===== config.mk =====
export PLATFORM = sky130hd
export DESIGN_NAME = asram_ctrl
export DESIGN_NICKNAME = d
export VERILOG_FILES = /design/src/rtl/asram_pkg.sv /design/src/rtl/asram_rst_sync.sv /design/src/rtl/asram_timer.sv /design/src/rtl/asram_lanes.sv /design/src/rtl/asram_pins.sv /design/src/rtl/asram_ctrl.sv
export SDC_FILE = /design/constraint.sdc
export NUM_CORES = 1
export LEC_CHECK = 0
export CAP_MARGIN = 20
export CORE_MARGIN = 3
export CORE_UTILIZATION = 42
export DETAILED_ROUTE_END_ITERATION = 8
export PLACE_DENSITY = 0.8
export SETUP_SLACK_MARGIN = 0.2
export SYNTH_ARGS = -nofsm -noshare
export SYNTH_HDL_FRONTEND = slang
export SYNTH_SLANG_ARGS = --single-unit
export TNS_END_PERCENT = 100

===== constraint.sdc =====
create_clock -name clk -period 2.31 [get_ports clk]
set_input_delay 0.231 -clock clk [delete_from_list [all_inputs] [get_ports clk]]
set_output_delay 0.231 -clock clk [all_outputs]
set_load 0.01 [all_outputs]

===== src/rtl/asram_pkg.sv =====
package asram_pkg;
  typedef enum logic [2:0] {
    PH_IDLE,
    PH_WSET,
    PH_WPUL,
    PH_WHLD,
    PH_RACC,
    PH_RHLD
  } phase_e;
endpackage


===== src/rtl/asram_rst_sync.sv =====
module asram_rst_sync (
  input  logic clk,
  input  logic rst_n,
  output logic rst_n_sync
);
  logic [1:0] sync_q;

  always_ff @(posedge clk or negedge rst_n) begin
    if (!rst_n) sync_q <= 2'b00;
    else        sync_q <= {sync_q[0], 1'b1};
  end

  assign rst_n_sync = sync_q[1];
endmodule


===== src/rtl/asram_timer.sv =====
module asram_timer #(
  parameter int unsigned CNT_W = 4
) (
  input  logic             clk,
  input  logic             rst_n,
  input  logic             load,
  input  logic [CNT_W-1:0] load_val,
  output logic             expired
);
  logic [CNT_W-1:0] cnt_q, cnt_d;

  always_comb begin
    if (load)              cnt_d = load_val;
    else if (cnt_q != '0)  cnt_d = cnt_q - 1'b1;
    else                   cnt_d = cnt_q;
  end

  always_ff @(posedge clk or negedge rst_n) begin
    if (!rst_n) cnt_q <= '0;
    else        cnt_q <= cnt_d;
  end

  assign expired = (cnt_q == '0);
endmodule


===== src/rtl/asram_lanes.sv =====
module asram_lanes #(
  parameter int unsigned ADDR_W = 17,
  parameter int unsigned DATA_W = 16,
  localparam int unsigned LANES = DATA_W / 8
) (
  input  logic              clk,
  input  logic              rst_n,
  input  logic              accept,
  input  logic              capture,
  input  logic [ADDR_W-1:0] req_addr,
  input  logic [DATA_W-1:0] req_wdata,
  input  logic [LANES-1:0]  req_be,
  input  logic [DATA_W-1:0] dq_i,
  output logic [ADDR_W-1:0] addr_q,
  output logic [DATA_W-1:0] wdata_q,
  output logic [LANES-1:0]  mask_nx,
  output logic [DATA_W-1:0] rdata_q
);
  logic [LANES-1:0]  mask_q;
  logic [DATA_W-1:0] lane_bits;

  for (genvar l = 0; l < LANES; l++) begin : g_lane
    assign lane_bits[l*8 +: 8] = {8{mask_q[l]}};
  end

  always_comb mask_nx = accept ? req_be : mask_q;

  always_ff @(posedge clk or negedge rst_n) begin
    if (!rst_n) begin
      addr_q  <= '0;
      wdata_q <= '0;
      mask_q  <= '0;
    end else if (accept) begin
      addr_q  <= req_addr;
      wdata_q <= req_wdata;
      mask_q  <= req_be;
    end
  end

  always_ff @(posedge clk or negedge rst_n) begin
    if (!rst_n)       rdata_q <= '0;
    else if (capture) rdata_q <= dq_i & lane_bits;
  end
endmodule


===== src/rtl/asram_pins.sv =====
module asram_pins
  import asram_pkg::*;
#(
  parameter int unsigned LANES = 2
) (
  input  logic             clk,
  input  logic             rst_n,
  input  phase_e           phase_nx,
  input  logic [LANES-1:0] mask_nx,
  output logic             ce_n,
  output logic             we_n,
  output logic             oe_n,
  output logic [LANES-1:0] be_n,
  output logic [LANES-1:0] dq_oe
);
  logic             ce_n_d, we_n_d, oe_n_d;
  logic [LANES-1:0] be_n_d, dq_oe_d;

  always_comb begin
    ce_n_d  = 1'b1;
    we_n_d  = 1'b1;
    oe_n_d  = 1'b1;
    be_n_d  = '1;
    dq_oe_d = '0;
    unique case (phase_nx)
      PH_WSET: begin
        ce_n_d = 1'b0;
        be_n_d = ~mask_nx;
      end
      PH_WPUL: begin
        ce_n_d  = 1'b0;
        we_n_d  = 1'b0;
        be_n_d  = ~mask_nx;
        dq_oe_d = mask_nx;
      end
      PH_WHLD: dq_oe_d = mask_nx;
      PH_RACC: begin
        ce_n_d = 1'b0;
        oe_n_d = 1'b0;
        be_n_d = ~mask_nx;
      end
      default: ;
    endcase
  end

  always_ff @(posedge clk or negedge rst_n) begin
    if (!rst_n) begin
      ce_n  <= 1'b1;
      we_n  <= 1'b1;
      oe_n  <= 1'b1;
      be_n  <= '1;
      dq_oe <= '0;
    end else begin
      ce_n  <= ce_n_d;
      we_n  <= we_n_d;
      oe_n  <= oe_n_d;
      be_n  <= be_n_d;
      dq_oe <= dq_oe_d;
    end
  end
endmodule


===== src/rtl/asram_ctrl.sv =====
module asram_ctrl
  import asram_pkg::*;
#(
  parameter int unsigned ADDR_W    = 17,
  parameter int unsigned DATA_W    = 16,
  parameter int unsigned WR_SETUP  = 1,
  parameter int unsigned WR_PULSE  = 2,
  parameter int unsigned WR_HOLD   = 1,
  parameter int unsigned RD_ACCESS = 3,
  parameter int unsigned RD_HOLD   = 1
) (
  input  logic                clk,
  input  logic                rst_n,
  input  logic                req_valid,
  input  logic                req_write,
  input  logic [ADDR_W-1:0]   req_addr,
  input  logic [DATA_W-1:0]   req_wdata,
  input  logic [DATA_W/8-1:0] req_be,
  output logic                ready,
  output logic                done,
  output logic [DATA_W-1:0]   rd_data,
  output logic [ADDR_W-1:0]   mem_addr,
  output logic                mem_ce_n,
  output logic                mem_we_n,
  output logic                mem_oe_n,
  output logic [DATA_W/8-1:0] mem_be_n,
  output logic [DATA_W-1:0]   mem_dq_o,
  output logic [DATA_W/8-1:0] mem_dq_oe,
  input  logic [DATA_W-1:0]   mem_dq_i
);
  localparam int unsigned LANES  = DATA_W / 8;
  localparam int unsigned MAX_W  = (WR_SETUP > WR_PULSE) ? WR_SETUP : WR_PULSE;
  localparam int unsigned MAX_R  = (RD_ACCESS > RD_HOLD) ? RD_ACCESS : RD_HOLD;
  localparam int unsigned MAX_A  = (MAX_W > MAX_R) ? MAX_W : MAX_R;
  localparam int unsigned MAX_L  = (MAX_A > WR_HOLD) ? MAX_A : WR_HOLD;
  localparam int unsigned CNT_W  = $clog2(MAX_L + 1);

  logic             rst_n_s;
  phase_e           state_q, state_nx;
  logic             expired, accept, capture, finish;
  logic             done_q;
  logic [LANES-1:0] mask_nx;
  logic [CNT_W-1:0] load_val;

  function automatic logic [CNT_W-1:0] phase_len_m1(phase_e p);
    unique case (p)
      PH_WSET: return CNT_W'(WR_SETUP - 1);
      PH_WPUL: return CNT_W'(WR_PULSE - 1);
      PH_WHLD: return CNT_W'(WR_HOLD - 1);
      PH_RACC: return CNT_W'(RD_ACCESS - 1);
      PH_RHLD: return CNT_W'(RD_HOLD - 1);
      default: return '0;
    endcase
  endfunction

  asram_rst_sync u_rst (
    .clk        (clk),
    .rst_n      (rst_n),
    .rst_n_sync (rst_n_s)
  );

  assign ready   = (state_q == PH_IDLE);
  assign accept  = ready && req_valid;
  assign capture = (state_q == PH_RACC) && expired;
  assign finish  = ((state_q == PH_WHLD) || (state_q == PH_RHLD)) && expired;

  always_comb begin
    state_nx = state_q;
    unique case (state_q)
      PH_IDLE: if (req_valid) state_nx = req_write ? PH_WSET : PH_RACC;
      PH_WSET: if (expired)   state_nx = PH_WPUL;
      PH_WPUL: if (expired)   state_nx = PH_WHLD;
      PH_WHLD: if (expired)   state_nx = PH_IDLE;
      PH_RACC: if (expired)   state_nx = PH_RHLD;
      PH_RHLD: if (expired)   state_nx = PH_IDLE;
      default:                state_nx = PH_IDLE;
    endcase
  end

  assign load_val = phase_len_m1(state_nx);

  always_ff @(posedge clk or negedge rst_n_s) begin
    if (!rst_n_s) begin
      state_q <= PH_IDLE;
      done_q  <= 1'b0;
    end else begin
      state_q <= state_nx;
      done_q  <= finish;
    end
  end

  assign done = done_q;

  asram_timer #(.CNT_W(CNT_W)) u_timer (
    .clk      (clk),
    .rst_n    (rst_n_s),
    .load     (state_nx != state_q),
    .load_val (load_val),
    .expired  (expired)
  );

  asram_lanes #(.ADDR_W(ADDR_W), .DATA_W(DATA_W)) u_lanes (
    .clk       (clk),
    .rst_n     (rst_n_s),
    .accept    (accept),
    .capture   (capture),
    .req_addr  (req_addr),
    .req_wdata (req_wdata),
    .req_be    (req_be),
    .dq_i      (mem_dq_i),
    .addr_q    (mem_addr),
    .wdata_q   (mem_dq_o),
    .mask_nx   (mask_nx),
    .rdata_q   (rd_data)
  );

  asram_pins #(.LANES(LANES)) u_pins (
    .clk      (clk),
    .rst_n    (rst_n_s),
    .phase_nx (state_nx),
    .mask_nx  (mask_nx),
    .ce_n     (mem_ce_n),
    .we_n     (mem_we_n),
    .oe_n     (mem_oe_n),
    .be_n     (mem_be_n),
    .dq_oe    (mem_dq_oe)
  );
endmodule


# Word level (Yosys, flattened, before mapping)
# Index checks and enable logic that the tools add are counted.
[totals] regBits=66 wordCells=53 output_inout_bits=58 in_bits=55
[classes] addsub=1 bitwise=2 reduce_logical=11 n_eq_ne=10 muxes=16
[op_table] cell="3-bit 2-to-1 mux" n=6
[op_table] cell="16-bit AND" n=1
[op_table] cell="3-bit case mux with 5 select lines" n=1
[op_table] cell="3-bit by 2-bit equality test with 1-bit output (second input constant)" n=4
[op_table] cell="2-bit 2-to-1 mux" n=5
[op_table] cell="3-bit equality test (second input constant)" n=3
[op_table] cell="3-bit by 1-bit equality test with 1-bit output (second input constant)" n=2
[op_table] cell="2-bit case mux with 2 select lines" n=1
[op_table] cell="2-bit nonzero test" n=2
[op_table] cell="2-bit OR reduction" n=2
[op_table] cell="1-bit logical AND" n=3
[op_table] cell="3-bit logical NOT" n=1
[op_table] cell="1-bit 2-to-1 mux" n=3
[op_table] cell="3-bit inequality test" n=1
[op_table] cell="3-bit OR reduction" n=1
[op_table] cell="2-bit logical NOT" n=1
[op_table] cell="2-bit NOT" n=1
[op_table] cell="2-bit by 1-bit subtractor with 2-bit output (second input constant)" n=1
[op_table] cell="1-bit logical OR" n=1

# Longest topological paths before layout
# Gate-level depths: netlist of the first run.
[logic_depth] word_depth=6 mapped_depth=6 ltp_nobuf=5

# Hierarchy
# From an unflattened synthesis of the first run, not the netlist that was laid out.
[unflattened] hier_cells=213 hier_area_um2=2835.2
[by_module_without_submodules] mod="asram_lanes" area_each_um2=2095.8 cells_per_inst=143 instances=1 seq_area_each_um2=1276.2
[by_module_without_submodules] mod="asram_ctrl" area_each_um2=297.8 cells_per_inst=35 instances=1 seq_area_each_um2=100.1
[by_module_without_submodules] mod="asram_pins" area_each_um2=274.0 cells_per_inst=20 instances=1 seq_area_each_um2=181.4
[by_module_without_submodules] mod="asram_timer" area_each_um2=113.9 cells_per_inst=12 instances=1 seq_area_each_um2=50.0
[by_module_without_submodules] mod="asram_rst_sync" area_each_um2=53.8 cells_per_inst=3 instances=1 seq_area_each_um2=50.0

# Worst setup path after synthesis of the first run
# No wires, ideal clock.
[synth_path] kind="register -> register" from="register state_q[0]" to="register u_lanes.addr_q[0]" arrival_ps=1427 path_buffers=1 t_required_ps=2185 synth_period_minus_slack_ps=1552 slack_ps=758 setup_time_ps=125 stages_incl_launch_ff=4 cell_sequence="dfrtp_1 -> nor4b_4 -> buf_4 -> mux2_2"
[synth_via] elab_chain_len=2
[synth_lines] item="from (decl)" line_no="asram_ctrl.sv:39" rtl="phase_e state_q, state_nx;"
[synth_lines] item="from (signal assigned)" line_no="asram_ctrl.sv:87" rtl="state_q <= state_nx;"
[synth_lines] item="3-bit logical NOT" line_no="asram_ctrl.sv:62" rtl="assign ready = (state_q == PH_IDLE);"
[synth_lines] item="1-bit logical AND" line_no="asram_ctrl.sv:63" rtl="assign accept = ready && req_valid;"
[synth_lines] item="to (signal assigned)" line_no="asram_lanes.sv:34" rtl="addr_q <= req_addr;"
[synth_lines] item="to (decl)" line_no="asram_lanes.sv:14" rtl="output logic [ADDR_W-1:0] addr_q,"
# Every way passes these cells.
# A chain may end at the register's enable or synchronous reset.

# Worst setup path after layout of the first run
[layout_path] from="register state_q[0]" to="output ready"
[layout_via] elab_chain_len=1
[layout_lines] item="3-bit logical NOT" line_no="asram_ctrl.sv:62"
[layout_lines] item="to (decl)" line_no="asram_ctrl.sv:19" rtl="output logic ready,"
# Every way passes these cells.

==> results by group, run 1 <==
Synthesis
  • Synth cell types: 32
  • FFs w/ async S/R, synth: 1.00
  • Post-synth EDFFs: 0
  • Mapped Cells: 204
  • YS warnings: 0
  • Sequential share of the synthesized area: 0.637
  • Syn_area_per_cell: ~13 sq um
  • Post-Syn Area: ~2600 sq um
  • Post-Syn Nets: 260
  • Synth Register Bits: 66
  • Prevailing post-synth register cell: dfrtp_1

Timing
  • Max Freq: between 0.5 and 0.6 GHz
  • Post-layout min period: 1.97 ns
  • RSZ-0062 raised after global routing: no
  • Final Skew: just over 0.007 ns
  • Final Hold Fails: 0
  • Final Max Tran Viols: 0
  • Final worst setup slack: around 0.34 ns
  • Rel. slew slack: 0.630
  • Final setup viols: 0
  • Worst-Margin Slew: 0.554 ns
  • TNS Setup: 0 ns
  • Final worst path period share: 0.852

Setup path
  • CP Max Fanout: 13
  • Setup crit end: ready
  • Crit end category: output pin
  • Crit path DAT: 1.74 ns
  • R2R Setup Slk: ~0.55 ns
  • Slowest CP cell: clkdlybuf4s50_1
  • R2R Path End: u_lanes.addr_q[15]
  • Critical path buffers and inverters: 1
  • Stages on worst setup path: 2
  • Critical Path, Cell by Cell: nor3_2 -> clkdlybuf4s50_1
  • Crit path from: state_q[0]
  • Worst R2R Start: state_q[0]
  • Crit start category: flop
  • CP max stage delay: ~0.58 ns
  • CP top delay family: buffers and inverters
  • R2R depth: 3
  • Crit Path Class: flop to output pin
  • Required @ worst endpoint: 2.08 ns

Placed design
  • RD Place Congestion: around 0.75
  • Pre-CTS setup slack: 0.348 ns
  • Dpl cell area: 3810 sq um
  • DP HPWL: roughly 4100 um
  • Port bufs: 112

Clocking
  • Post-CTS setup buffer count: 0
  • CTS tree: yes
  • Max clock buf depth: 2
  • H-tree depth: 3
  • CTS root buf: clkbuf_8
  • TritonCTS Sinks: 66
  • Cts bufs inserted: 9
  • Number of gates resized after cts: 0
  • Clk pin slew, worst setup/hold paths: around 0.060 ns
  • Later-pin clock latency in the skew report: 0.32 ns
  • CTS Hold Bufs: 0

Hold path
  • Worst min path class: primary input to async pin

Floorplan
  • Placeable core area: roughly 6000 sq um
  • Initial Utilization: 0.437
  • Die area: a little over 7000 sq um
  • Die X: 84.7 um
  • Row cnt: 28
  • Top-Level Pins: between 100 and 150
  • Die height: between 80 and 90 um

Final layout
  • Finished Cell Area: roughly 4000 sq um
  • Share of cells above drive strength 1: 0.192
  • Nets: around 370
  • Leading cell type in the layout, fill and taps excluded: clkdlybuf4s50_1
  • Finished Core Util: 0.668
  • Antenna cells: 0
  • Most frequent cells in the layout: clkdlybuf4s50_1 (112), dfrtp_1 (60), nand2_1 (37)
  • Area Growth Syn to Fin: 52.8%

Detailed routing
  • Via count: between 1,500 and 2,000
  • Detailed Routing Iterations Pass 1: 4
  • DRT iter0 DRCs: 28
  • Per-cell routed wire length: between 10 and 15 um
  • DR vias/cell: about 4.8
  • DRC Markers: 0
  • Post-DRT Antenna Nets: 0
  • Post-Route WL: ~5600 um

Run
  • MaxCap Viol Count: 0

Status
  • Status: finished clean

GRT
  • GR Overflow Total: 0
  • GRT Total Usage: 0.161
  • Vias in the first global route: about 1,900
  • First-pass GRT wire length: between 9000 and 10,000 um
  • Initial antenna violation count: 0
  • Pin count of the biggest net entering global routing: between 40 and 50

Power
  • PD cells: approximately 1300 nW/um^2
  • Highest ir drop seen on vdd: about 730 uV
  • Total power: between 5 and 6 mW
  • Leakage: 1.68 nW
through the flow:
stage          cells  hold WS, ns
4_1_cts          398       0.0564
5_1_grt          398       0.0563
6_report         398       0.0714
2_1_floorplan    204      -0.0646
3_3_place_gp     382        0.251
3_5_place_dp     382        0.248
logic make-up (layout without fill, tap and decap cells):
kind of cell,count (synthesis),in the layout,synth area share
fa+ha+maj,1,1,0.00481
flops,66,66,0.637
xor+xnor,1,1,0.00337
compound gates,31,31,0.0731
simple gates,53,53,0.100
buf+inv,16,135,0.0284
other cells,1,1,0.00144
mux,35,35,0.151
cell type report:
cell class | instances | area [sq um]
Tap cell | 75 | 93.8
Sequential cell | 66 | 1660
Clock buffer | 13 | 149
Clock inverter | 3 | 15.0
Multi-Input combinational cell | 122 | 876
Fill cell | 467 | 1980
Inverter | 4 | 15.0
Timing Repair Buffer | 115 | 1170
worst min path at each step:
stage | to | cells past startpoint
after floorplan | u_rst.sync_q[0] | 0
after global placement | u_lanes.wdata_q[14] | 0
after detailed placement | u_lanes.addr_q[11] | 0
after CTS | u_rst.sync_q[1] | 1
after global routing | u_rst.sync_q[1] | 1
final | u_rst.sync_q[0] | 1
synth_stat cells, drive strengths merged, types with 2 or more instances:
| library cell | instances | area [sq um] |
|---|---|---|
| dfrtp | 61 | 1530 |
| nand2 | 37 | 139 |
| mux2 | 35 | 394 |
| o21ai | 19 | 95.1 |
| clkbuf | 7 | 26.3 |
| buf | 5 | 32.5 |
| dfstp | 5 | 131 |
| inv | 4 | 15.0 |
| nor2 | 3 | 11.3 |
| nor2b | 3 | 18.8 |
| o21bai | 3 | 22.5 |
| a21oi | 2 | 10.0 |
| nand2b | 2 | 12.5 |
| nor4b | 2 | 32.5 |
state kept, by name (all words and copies together), names as in the netlist:
signal           count
done                 1
state_q              3
u_lanes.addr_q      17
u_lanes.mask_q       2
u_lanes.rdata_q     16
u_lanes.wdata_q     16
u_pins.be_n          2
u_pins.ce_n          1
u_pins.dq_oe         2
u_pins.oe_n          1
u_pins.we_n          1
u_rst.sync_q         2
u_timer.cnt_q        2
where the power goes:
group          switching [mW]  leakage [nW]  internal, mW
Combinational           0.904         0.794          1.44
Clock                   0.383        0.0872         0.415
Sequential              0.364         0.802          1.71
layer usage:
metal | wire length (um) | GRT usage | part of all wire
met1 | 2480 | 0.209 | 0.44
met2 | 2740 | 0.265 | 0.49
met3 | 373 | 0.0393 | 0.066
met4 | 43 | 0.0561 | 0.0076
met5 | 0 | 0 | 0
Note: power is estimated with default switching activity, not from simulation.
==> run 2: changes to the inputs <==
- clock period: 2.31 -> 2.12 ns (I/O delays scaled with it)
==> run 2 against run 1 <==
Critical path depth unchanged. Final area rose by 0.82%. Combinational power is 12% higher. Clock power rose by 9.5%. Critical endpoint unchanged. First-iteration DRC count up 79%. Non-clock buffer count increased by 5.
==> results by group, run 2 (synthesis gave the netlist of run 1 again) <==
Status
  • Status: finished clean (unchanged)

Clocking
  • Clk pin slew, worst setup/hold paths: 0.07 ns (was 0.06 ns)
  • CTS tree: yes (unchanged)
  • Post-CTS setup buffer count: 0 (unchanged)
  • H-tree depth: 3 (unchanged)
  • Cts bufs inserted: 9 (unchanged)
  • CTS root buf: clkbuf_8 (unchanged)
  • Later-pin clock latency in the skew report: 0.32 ns (about the same)
  • TritonCTS Sinks: 66 (unchanged)
  • Max clock buf depth: 2 (unchanged)
  • CTS Hold Bufs: 0 (unchanged)

Setup path
  • Crit end category: output pin (unchanged)
  • Crit start category: flop (unchanged)
  • R2R depth: 3 (unchanged)
  • Crit Path Class: flop to output pin (unchanged)
  • R2R Setup Slk: 0.45 ns (was 0.55 ns)
  • Critical Path, Cell by Cell: nor3_4 -> clkdlybuf4s50_1 (was nor3_2 -> clkdlybuf4s50_1)
  • Slowest CP cell: clkdlybuf4s50_1 (unchanged)
  • CP max stage delay: 0.57 ns (was 0.58 ns)
  • Crit path DAT: 1.59 ns (was 1.74 ns)
  • Crit path from: state_q[0] (unchanged)
  • R2R Path End: u_lanes.addr_q[13] (was u_lanes.addr_q[15])
  • Worst R2R Start: state_q[0] (unchanged)
  • Required @ worst endpoint: 1.91 ns (was 2.08 ns)
  • CP top delay family: buffers and inverters (unchanged)
  • Critical path buffers and inverters: 1 (unchanged)
  • CP Max Fanout: 9 (was 13)

Floorplan
  • Die area: 7180 sq um (unchanged)
  • Initial Utilization: 0.437 (unchanged)
  • Placeable core area: 5960 sq um (unchanged)
  • Die height: 84.7 um (unchanged)
  • Row cnt: 28 (unchanged)
  • Top-Level Pins: 113 (unchanged)
  • Die X: 84.7 um (unchanged)

Final layout
  • Antenna cells: 0 (unchanged)
  • Finished Core Util: 0.673 (was 0.668)
  • Area Growth Syn to Fin: 54.0% (was 52.8%)
  • Share of cells above drive strength 1: 0.213 (was 0.192)
  • Most frequent cells in the layout: clkdlybuf4s50_1 (112), dfrtp_1 (58), nand2_1 (37) (was clkdlybuf4s50_1 (112), dfrtp_1 (60), nand2_1 (37))
  • Finished Cell Area: 4010 sq um (was 3980 sq um)
  • Nets: 379 (was 374)
  • Top flop regs: u_lanes.addr_q: 17 flops, u_lanes.rdata_q: 16 flops, u_lanes.wdata_q: 16 flops (unchanged)
  • Leading cell type in the layout, fill and taps excluded: clkdlybuf4s50_1 (unchanged)
  • Largest Register: u_lanes.addr_q (unchanged)
  • Max FFs per register: 17 (unchanged)

GRT
  • Pin count of the biggest net entering global routing: 33 (was 44)
  • First-pass GRT wire length: 9560 um (was 9260 um)
  • GR Overflow Total: 0 (unchanged)
  • Vias in the first global route: 1,973 (was 1,944)
  • GRT Total Usage: 0.170 (was 0.161)
  • Initial antenna violation count: 0 (unchanged)

Run
  • MaxCap Viol Count: 0 (unchanged)

Timing
  • RSZ-0062 raised after global routing: no (unchanged)
  • Worst-Margin Slew: 0.639 ns (was 0.554 ns)
  • TNS Setup: 0 ns (unchanged)
  • Post-layout min period: ~1.8 ns
  • Final Hold Fails: 0 (unchanged)
  • Rel. slew slack: 0.574 (was 0.630)
  • Final worst path period share: 0.850
  • Max Freq: about 0.56 GHz
  • Hold_ws: 0.0412 ns (was 0.0714 ns)
  • Final Skew: 0.00805 ns (was 0.00713 ns)
  • Final Max Tran Viols: 0 (unchanged)
  • Final setup viols: 0 (unchanged)

Detailed routing
  • DRT iter0 DRCs: 50 (was 28)
  • DR vias/cell: 4.77 (was 4.83)
  • Via count: 1,921 (unchanged)
  • Detailed Routing Iterations Pass 1: 4 (unchanged)
  • Post-DRT Antenna Nets: 0 (unchanged)
  • Per-cell routed wire length: 14.5 um (was 14.2 um)
  • Post-Route WL: 5830 um (was 5640 um)
  • DRC Markers: 0 (unchanged)

Placed design
  • RD Place Congestion: 0.823 (was 0.754)
  • Dpl cell area: 3830 sq um (was 3810 sq um)
  • Port bufs: 112 (unchanged)
  • DP HPWL: 4290 um (was 4150 um)

Power
  • Total power: 5.75 mW (was 5.22 mW)
  • Highest ir drop seen on vdd: 910 uV (was 729 uV)
  • PD cells: 1430 nW/um^2 (was 1310 nW/um^2)
  • Leakage: 1.70 nW (was 1.68 nW)

Hold path
  • Worst min path class: primary input to async pin (unchanged)
## run 2: through the flow
step           worst slack [ns]  std cells
2_1_floorplan             0.568        204
3_3_place_gp              0.298        387
3_5_place_dp              0.240        387
4_1_cts                   0.200        403
5_1_grt                   0.239        403
6_report                  0.319        403
## run 2: timing repair
item                                    4_1_cts  5_1_grt
cloned                                        0        0
pin swaps                                     1        0
endpoints found under the hold margin         0        0
gates resized for setup                       1        3
endpoints found under the setup margin        1        1
## run 2: worst max-delay path by stage
stage / to / slack (ns) / cells past startpoint
5_1_grt: ready / 0.24 / 2
6_report: ready / 0.32 / 2
2_1_floorplan: u_lanes.addr_q[0] / 0.57 / 3
4_1_cts: ready / 0.20 / 2
3_3_place_gp: u_lanes.wdata_q[12] / 0.30 / 4
3_5_place_dp: u_lanes.addr_q[6] / 0.24 / 4
## run 2: final cells by class
cell class | instances | area, sq um
multi-input cells | 122 | 882
fillers | 459 | 1950
flip-flops and latches | 66 | 1660
clock inverters | 5 | 31.3
repair buffers | 120 | 1190
well taps | 75 | 93.8
clock buffers | 11 | 131
inverters | 4 | 15.0
## run 2: worst register-to-register path: stages, from the launching register on
cell and delay [ns]:
dfrtp_2 0.49, nor4b_4 0.37, buf_4 0.32, mux2_2 0.38
## run 2: power by group
part           switching, mW  internal, mW  total, mW
clock                  0.453         0.421      0.874
sequential             0.395          1.87       2.27
combinational           1.01          1.60       2.61
## run 2: per-layer routing
layer	up-vias	GRT usage	routed length [um]
met5	-	0	0
met4	0	0.0791	137
met3	12	0.0383	345
met2	74	0.261	2740
met1	909	0.231	2600
li1	926	-	-
==> run 3: changes to the inputs <==
- clock period: 2.12 -> 1.9 ns (I/O delays scaled with it)
==> run 3 against run 2 <==
Clock skew fell by 0.0015 ns. Hold slack worse by 0.017 ns. Combinational power rose by 14%. Count of clock-buffer cells in the layout unchanged. Utilization up 1.2 points. Final area rose by 1.7%. Critical path depth grew 1. Sequential cell count unchanged. Register-to-register slack got worse by 0.16 ns. Sequential power is 11% higher. Critical endpoint is now u_lanes.addr_q[10]. Highest routed layer unchanged.
==> results by group, run 3 (synthesis gave the netlist of run 1 again) <==
Clocking
  • CTS root buf: clkbuf_8 (unchanged)
  • H-tree depth: 3 (unchanged)
  • CTS Hold Bufs: 0 (unchanged)
  • Max clock buf depth: 2 (unchanged)
  • Cts bufs inserted: 9 (unchanged)
  • CTS tree: yes (unchanged)
  • TritonCTS Sinks: 66 (unchanged)
  • Clk pin slew, worst setup/hold paths: 0.06 ns (was 0.07 ns)
  • Later-pin clock latency in the skew report: 0.32 ns (about the same)

Detailed routing
  • Per-cell routed wire length: 14.1 um (was 14.5 um)
  • DR vias/cell: 4.77 (about the same)
  • DRC Markers: 0 (unchanged)
  • Via count: 1,929 (was 1,921)
  • Post-Route WL: 5710 um (was 5830 um)
  • DRT iter0 DRCs: 37 (was 50)
  • Detailed Routing Iterations Pass 1: 4 (unchanged)
  • Post-DRT Antenna Nets: 0 (unchanged)

Timing
  • Worst-Margin Slew: 0.552 ns (was 0.639 ns)
  • Post-layout min period: between 1.5 and 2 ns
  • Final worst path period share: 0.847
  • Final Skew: 0.00657 ns (was 0.00805 ns)
  • Final Hold Fails: 0 (unchanged)
  • RSZ-0062 raised after global routing: no (unchanged)
  • Final setup viols: 0 (unchanged)
  • Final Max Tran Viols: 0 (unchanged)
  • Rel. slew slack: 0.631 (was 0.574)
  • TNS Setup: 0 ns (unchanged)
  • Final worst setup slack: 0.291 ns (was 0.319 ns)
  • Max Freq: ~0.62 GHz

Final layout
  • Most frequent cells in the layout: clkdlybuf4s50_1 (111), dfrtp_1 (59), nand2_1 (37) (was clkdlybuf4s50_1 (112), dfrtp_1 (58), nand2_1 (37))
  • Nets: 382 (was 379)
  • Share of cells above drive strength 1: 0.219 (was 0.213)
  • Largest Register: u_lanes.addr_q (unchanged)
  • Antenna cells: 0 (unchanged)
  • Max FFs per register: 17 (unchanged)
  • Finished Cell Area: 4080 sq um (was 4010 sq um)
  • Final Non-Filler Cells: 404 (was 403)
  • Finished Core Util: 0.685 (was 0.673)
  • Leading cell type in the layout, fill and taps excluded: clkdlybuf4s50_1 (unchanged)
  • Area Growth Syn to Fin: 56.7% (was 54.0%)
  • Top flop regs: u_lanes.addr_q: 17 flops, u_lanes.rdata_q: 16 flops, u_lanes.wdata_q: 16 flops (unchanged)

Power
  • Leakage: 1.74 nW (was 1.70 nW)
  • PD cells: 1620 nW/um^2 (was 1430 nW/um^2)
  • Highest ir drop seen on vdd: 1080 uV (was 910 uV)

Setup path
  • Crit Path Class: flop to flop (was flop to output pin)
  • Crit end category: flop (was output pin)
  • Crit path DAT: 1.81 ns (was 1.59 ns)
  • Critical Path, Cell by Cell: nor4b_4 -> buf_6 -> mux2_2 (was nor3_4 -> clkdlybuf4s50_1)
  • CP Max Fanout: 22 (was 9)
  • Required @ worst endpoint: 2.11 ns (was 1.91 ns)
  • CP max stage delay: 0.48 ns (was 0.57 ns)
  • Crit start category: flop (unchanged)
  • Slowest CP cell: dfrtp_2 (was clkdlybuf4s50_1)

Floorplan
  • Die height: 84.7 um (unchanged)
  • Top-Level Pins: 113 (unchanged)
  • Die X: 84.7 um (unchanged)
  • Placeable core area: 5960 sq um (unchanged)
  • Row cnt: 28 (unchanged)
  • Die area: 7180 sq um (unchanged)
  • Initial Utilization: 0.437 (unchanged)

Hold path
  • Worst min path class: primary input to async pin (unchanged)

Run
  • MaxCap Viol Count: 0 (unchanged)

GRT
  • GRT Total Usage: 0.171 (was 0.170)
  • Pin count of the biggest net entering global routing: 33 (unchanged)
  • GR Overflow Total: 0 (unchanged)
  • Initial antenna violation count: 0 (unchanged)
  • Vias in the first global route: 1,967 (was 1,973)
  • First-pass GRT wire length: 9630 um (was 9560 um)

Placed design
  • Pre-CTS setup slack: 0.108 ns (was 0.240 ns)
  • DP HPWL: 4310 um (was 4290 um)
  • RD Place Congestion: 0.793 (was 0.823)
  • Dpl cell area: 3850 sq um (was 3830 sq um)
  • Cells after DPL: 389 (was 387)
  • Port bufs: 112 (unchanged)

Status
  • Status: finished clean (unchanged)
run 3: cell count changes in the layout (fill, tap and decap cells not counted), sizes merged:
cell / previous run / this run
bufinv: 0 / 1
clkdlybuf4s50: 112 / 111
dlygate4sd2: 0 / 1
clkinv: 4 / 2
clkinvlp: 1 / 0
buf: 8 / 11
run 3: worst paths after layout:
| path | start | cells past startpoint | slack (ns) | to |
|---|---|---|---|---|
| min in group clk | u_rst.sync_q[0] | 0 | 0.36 | u_rst.sync_q[1] |
| hold / removal | rst_n | 1 | 0.02 | u_rst.sync_q[0] |
| setup / recovery | state_q[0] | 3 | 0.29 | u_lanes.addr_q[10] |
| setup reg to reg | state_q[0] | 3 | 0.29 | u_lanes.addr_q[10] |
| max in group asynchronous | u_rst.sync_q[1] | 1 | 1.18 | u_lanes.wdata_q[7] |
| hold reg to reg | u_rst.sync_q[1] | 0 | 0.15 | u_lanes.addr_q[16] |
run 3: final cells by class:
cell class	instances	area, sq um
multi-input combinational	122	882
clock buffer	11	151
inverter	4	15.0
tap	75	93.8
sequential	66	1660
clock inverter	3	40.0
timing repair buffer	123	1230
fill	474	1880
run 3: metal layers:
layer	share of wire	track usage
met1	0.44	0.228
met2	0.49	0.268
met3	0.064	0.0402
met4	0.013	0.0734
met5	0	0
run 3: what timing repair did:
action | in CTS | in global routing
buffers inserted | 0 | 1
pin swaps | 1 | 0
gates cloned | 0 | 0
resized for setup | 4 | 2
setup endpoints to repair | 3 | 4
run 3: critical path, delay by kind of cell, from the launching register on:
kind,cells,cell delay (ns)
muxes,1,0.37
buffers and inverters,1,0.27
DFF,1,0.48
and+or+nand+nor,1,0.35
run 3: stage by stage:
step | hold slack [ns] | power (mW)
3_3_place_gp | 0.154 | 5.40
6_report | 0.0247 | 6.61
4_1_cts | 0.00638 | 6.67
3_5_place_dp | 0.157 | 5.49
5_1_grt | 0.0168 | 7.06
2_1_floorplan | -0.106 | 3.89
run 3: where the power goes:
group	leakage [nW]	total, mW	internal [mW]	switching [mW]
Sequential	0.801	2.51	2.09	0.418
Clock	0.101	1.13	0.659	0.474
Combinational	0.839	2.97	1.82	1.15
Total	1.74	6.61	4.57	2.05
